==> config.mk <==
export PLATFORM = sky130hd
export DESIGN_NAME = pp_regfile
export DESIGN_NICKNAME = d
export VERILOG_FILES = /design/src/rtl/pp_regfile_pkg.sv /design/src/rtl/pp_port.sv /design/src/rtl/pp_scratch.sv /design/src/rtl/pp_rd_mux.sv /design/src/rtl/pp_regfile.sv
export SDC_FILE = /design/constraint.sdc
export NUM_CORES = 1
export LEC_CHECK = 0
export CORE_MARGIN = 2
export CORE_UTILIZATION = 59
export DETAILED_ROUTE_END_ITERATION = 7
export DONT_BUFFER_PORTS = 1
export PLACE_DENSITY = 0.79
export SYNTH_ARGS = -nofsm -noshare
export SYNTH_HDL_FRONTEND = slang
export SYNTH_SLANG_ARGS = --single-unit
==> constraint.sdc <==
create_clock -name clk_i -period 2 [get_ports clk_i]
set_input_delay 0.3 -clock clk_i [delete_from_list [all_inputs] [get_ports clk_i]]
set_output_delay 0.3 -clock clk_i [all_outputs]
set_load 0.005 [all_outputs]
==> src/rtl/pp_regfile_pkg.sv <==
package pp_regfile_pkg;
  parameter int DATA_W    = 8;
  parameter int REG_AW    = 4;
  parameter int NUM_PORTS = 2;

  localparam int NUM_REGS = 1 << REG_AW;
  localparam int DIR_BASE = NUM_PORTS;
  localparam int SCR_BASE = 2 * NUM_PORTS;
  localparam int SCR_CNT  = NUM_REGS - SCR_BASE;

  typedef logic [DATA_W-1:0] byte_t;
  typedef logic [REG_AW-1:0] reg_idx_t;

  typedef struct packed {
    logic     we;
    reg_idx_t idx;
    byte_t    wdata;
  } wr_req_t;
endpackage

==> src/rtl/pp_port.sv <==
module pp_port
  import pp_regfile_pkg::*;
#(
  parameter int PIDX = 0
) (
  input  logic    clk_i,
  input  logic    rst_ni,
  input  wr_req_t req_i,
  output byte_t   drive_o,
  output byte_t   dir_o,
  output logic    upd_o
);
  localparam reg_idx_t LAT_IDX = reg_idx_t'(PIDX);
  localparam reg_idx_t DIR_IDX = reg_idx_t'(DIR_BASE + PIDX);

  byte_t lat_q, dir_q;
  logic  lat_we, dir_we;

  assign lat_we = req_i.we && (req_i.idx == LAT_IDX);
  assign dir_we = req_i.we && (req_i.idx == DIR_IDX);

  always_ff @(posedge clk_i or negedge rst_ni) begin
    if (!rst_ni) begin
      lat_q <= '0;
      dir_q <= '0;
      upd_o <= 1'b0;
    end else begin
      if (lat_we) lat_q <= req_i.wdata;
      if (dir_we) dir_q <= req_i.wdata;
      upd_o <= lat_we | dir_we;
    end
  end

  // input pins float high
  assign drive_o = lat_q | ~dir_q;
  assign dir_o   = dir_q;
endmodule

==> src/rtl/pp_scratch.sv <==
module pp_scratch
  import pp_regfile_pkg::*;
(
  input  logic     clk_i,
  input  logic     rst_ni,
  input  wr_req_t  req_i,
  input  reg_idx_t rd_idx_i,
  output byte_t    rdata_o
);
  byte_t mem_q [SCR_CNT];

  for (genvar g = 0; g < SCR_CNT; g++) begin : g_ent
    localparam reg_idx_t ENT_IDX = reg_idx_t'(SCR_BASE + g);
    always_ff @(posedge clk_i or negedge rst_ni) begin
      if (!rst_ni)                             mem_q[g] <= '0;
      else if (req_i.we && req_i.idx == ENT_IDX) mem_q[g] <= req_i.wdata;
    end
  end

  always_comb begin
    rdata_o = '0;
    for (int i = 0; i < SCR_CNT; i++)
      if (rd_idx_i == reg_idx_t'(SCR_BASE + i)) rdata_o = mem_q[i];
  end
endmodule

==> src/rtl/pp_rd_mux.sv <==
module pp_rd_mux
  import pp_regfile_pkg::*;
(
  input  reg_idx_t                         idx_i,
  input  logic [NUM_PORTS-1:0][DATA_W-1:0] drive_i,
  input  logic [NUM_PORTS-1:0][DATA_W-1:0] dir_i,
  input  byte_t                            scr_i,
  output byte_t                            data_o
);
  always_comb begin
    data_o = scr_i;
    for (int p = 0; p < NUM_PORTS; p++) begin
      if (idx_i == reg_idx_t'(p))            data_o = drive_i[p];
      if (idx_i == reg_idx_t'(DIR_BASE + p)) data_o = dir_i[p];
    end
  end
endmodule

==> src/rtl/pp_regfile.sv <==
module pp_regfile
  import pp_regfile_pkg::*;
#(
  parameter int ADDR_W = 8
) (
  input  logic              clk_i,
  input  logic              rst_ni,
  input  logic              wr_en_i,
  input  logic              rd_en_i,
  input  logic [ADDR_W-1:0] addr_i,
  input  logic [7:0]        wdata_i,
  output logic [7:0]        rdata_o,
  output logic [7:0]        port_a_drive_o,
  output logic [7:0]        port_b_drive_o,
  output logic [1:0]        port_upd_o
);
  wr_req_t  req;
  reg_idx_t idx;
  logic [NUM_PORTS-1:0][DATA_W-1:0] drive, dir;
  logic [NUM_PORTS-1:0]             upd;
  byte_t scr_rd, rd_mux, rdata_q;

  assign idx       = addr_i[REG_AW-1:0];
  assign req.we    = wr_en_i;
  assign req.idx   = idx;
  assign req.wdata = wdata_i;

  for (genvar p = 0; p < NUM_PORTS; p++) begin : g_port
    byte_t drv_w, dir_w;
    pp_port #(.PIDX(p)) u_port (
      .clk_i   (clk_i),
      .rst_ni  (rst_ni),
      .req_i   (req),
      .drive_o (drv_w),
      .dir_o   (dir_w),
      .upd_o   (upd[p])
    );
    assign drive[p] = drv_w;
    assign dir[p]   = dir_w;
  end

  pp_scratch u_scr (
    .clk_i    (clk_i),
    .rst_ni   (rst_ni),
    .req_i    (req),
    .rd_idx_i (idx),
    .rdata_o  (scr_rd)
  );

  pp_rd_mux u_mux (
    .idx_i   (idx),
    .drive_i (drive),
    .dir_i   (dir),
    .scr_i   (scr_rd),
    .data_o  (rd_mux)
  );

  // read samples pre-write state
  always_ff @(posedge clk_i or negedge rst_ni) begin
    if (!rst_ni)      rdata_q <= '0;
    else if (rd_en_i) rdata_q <= rd_mux;
  end

  assign rdata_o        = rdata_q;
  assign port_a_drive_o = drive[0];
  assign port_b_drive_o = drive[1];
  assign port_upd_o     = upd;
endmodule

==> run summary <==
ys async rst share - 1.00
capture point of the worst reg-to-reg path - rdata_o[0]$_DFFE_PN0P_
Seq/Total Area, Yosys - 0.504
fin. max-slew vios - 0
Yosys cell types - 60
initial antenna violation count - 0
status - finished with violations
met3 usage - 0.0822
die area - 12500 um^2
Longest Clk Path Bufs - 2
Crit-path slowest cell - mux4_2
hold slack - -0.439 ns
Crit path max-delay family - multiplexers
R2R Setup Slk - 0.24 ns
Iteration-0 DRC Markers - 424
Setup-failing EPs final - 0
Max FO, Critical Path - 2
RD Place Congestion - 0.947
Detail Placement HPWL - 10800 um
largest area contributor in the synthesized netlist - dfrtp_1
clk sink count - 138
Post-CTS Setup Inserts - 0
critical path, cell by cell - mux4_2 > mux4_2 > nand4_1 > nand3_1
CP Launch Type - register
first-pass GRT wire length - 26700 um
relative slew slack - 0.515
drt drc - 0
RSZ-0062 raised after global routing - no
Post-synth EDFFs - 0
Reg clk slew, reported paths - 0.06 ns
Synth Register Bits - 138
Power Density - 1110 nW/um^2
Synthesized Nets - 575
H-tree Lvls - 4
Starting Density - 0.603
VDD IR max - 0.809 mV
hold crit path type - primary input to async pin
Syn Std Cell Area - 6850 um^2
core area - 11400 um^2
syn avg cell area - 12.3 um^2
fmax - 0.570 GHz
Die X - 112 um
leading post-synthesis cells by cell area - dfrtp_1, mux2_2, mux2i_1, mux4_2, nand2b_1
CP Class - register to register
TritonCTS Buffers - 17
CTS tree - built
global-route met1 utilization - 0.357
crit share post-route - 0.878
largest net degree at the start of global routing - 139
Ports - 46
Layout area overhead - 8.89%
layout cell share with drive strength beyond 1 - 0.348
clock root cell - clkbuf_16
GRT Max-Usage Layer - met2
Post-Syn Instances - 555
GRT Util Overall - 0.284
later-pin clock latency in the skew report - 0.43 ns
failing checks - hold timing
via count - 4676
Routed Antenna Nets - 0
Critical Path AT - 2.07 ns
buffers plus inverters on the worst setup path - 0
Max Cap Viol - 0
DRT Pass-1 Iters - 5
average wire per standard cell - 24.4 um
met2 Use GR - 0.445
Final Hold Violating Endpoints - 138
Layout fillers - 832
count of input and output buffers - 0
clk_skew - 0.00694 ns
Core Rows - 39
n_diodes - 0
Lkg Pwr - 3.14 nW
Synth top area share - 0.504
slew of the pin with the lowest slew margin - 0.718 ns
Req. time, crit path - 2.31 ns
Layout Nets - 559
r2r worst-path depth - 4
cell repeated most along the worst path - mux4_2
post_cts resized - 0
Top FF cell, synth - dfrtp_1
CP endpoint kind - register
CP peak stage delay - 0.51 ns
total gr overflow - 0
total power - 8.26 mW
chip height - 112 um
vias in the first global route - 4787
Tmin final - 1.76 ns
drt total wl - 16900 um
reg-to-reg startpoint - u_scr.mem_q[56]$_DFFE_PN0P_
vias per cell - 6.73
Synth Warn # - 0
Setup TNS - 0 ns
-- cell type report --
| type | instances | area (um^2) | area share |
|---|---|---|---|
| flip-flops and latches | 138 | 3450 | 0.463 |
| multi-input cells | 370 | 3150 | 0.423 |
| clock buffers | 27 | 533 | 0.0714 |
| well taps | 143 | 179 | 0.0240 |
| clock inverters | 5 | 80.1 | 0.0107 |
| repair buffers | 5 | 37.5 | 0.00503 |
| inverters | 7 | 26.3 | 0.00352 |
-- state kept, by name, summed over array words and instances, names as in the netlist --
| name | flops |
|---|---|
| g_port.u_port.dir_o | 16 |
| g_port.u_port.lat_q | 16 |
| rdata_o | 8 |
| u_scr.mem_q | 96 |
| g_port.u_port.upd_o | 2 |
-- cells by family after synthesis --
logic type,count (synthesis),share of synthesized area
and+or+nand+nor,118,0.101
xor gates and xnor gates,1,0.00128
muxes,156,0.265
AOI/OAI and AO/OA,95,0.0931
buffers and inverters,47,0.0360
DFF,138,0.504
-- cells in the mapped netlist (4+ instances only) --
cell type	number
dfrtp_1	138
mux2_2	132
o21ai_0	27
nand2b_1	25
nand2_1	21
mux2i_1	16
a21oi_1	14
buf_2	14
clkbuf_1	14
nor2_1	13
buf_4	10
nand3_1	10
nor2_2	8
o211ai_1	8
inv_1	7
mux4_2	7
nor2b_1	6
nor3_1	6
a22oi_1	5
o22ai_1	5
a31oi_1	4
nand3b_1	4
-- placed cells by master, fill, tap and decap left out, drive strengths merged, types with 8 or more instances in the layout --
master    n
clkbuf   27
dfrtp   138
nor2     24
a21oi    14
mux2    133
nand3    11
nand2b   25
o21ai    27
mux2i    16
o211ai    8
nand2    24
-- stage by stage --
stage | hold slack (ns) | area, um^2 | util | instances | worst slack, ns
floorplan | 0.00441 | 6850 | - | 555 | 0.335
global placement | 0.00742 | 6850 | 0.602 | 663 | 0.208
detailed placement | 0.00730 | 6850 | 0.602 | 663 | 0.161
CTS | -0.449 | 7460 | 0.656 | 695 | 0.271
global route | -0.452 | 7460 | 0.656 | 695 | 0.240
finish | -0.439 | 7460 | 0.656 | 695 | 0.245
-- routing by layer --
layer  share of wire  vias to the layer above
met5               0                        -
met4           0.045                        0
met3           0.086                       61
met2            0.47                      238
met1            0.40                     2376
li1                -                     2001
-- how the worst max path moves through the flow --
stage                     depth (start not counted)  slack [ns]                     endpoint                        start
after floorplan                                   5        0.34       rdata_o[0]$_DFFE_PN0P_                    addr_i[0]
after global placement                            4        0.21  u_scr.mem_q[93]$_DFFE_PN0P_                    addr_i[2]
after detailed placement                          4        0.16  u_scr.mem_q[82]$_DFFE_PN0P_                    addr_i[2]
after CTS                                         4        0.27       rdata_o[0]$_DFFE_PN0P_  u_scr.mem_q[40]$_DFFE_PN0P_
after global routing                              4        0.24       rdata_o[0]$_DFFE_PN0P_  u_scr.mem_q[32]$_DFFE_PN0P_
final                                             4        0.24       rdata_o[0]$_DFFE_PN0P_  u_scr.mem_q[56]$_DFFE_PN0P_
-- report_power, final --
group,total [mW],internal [mW],switching (mW)
logic,1.24,0.745,0.500
registers,3.80,3.43,0.375
clock network,3.21,2.07,1.14
No activity file was read; power rests on OpenSTA's default activity.
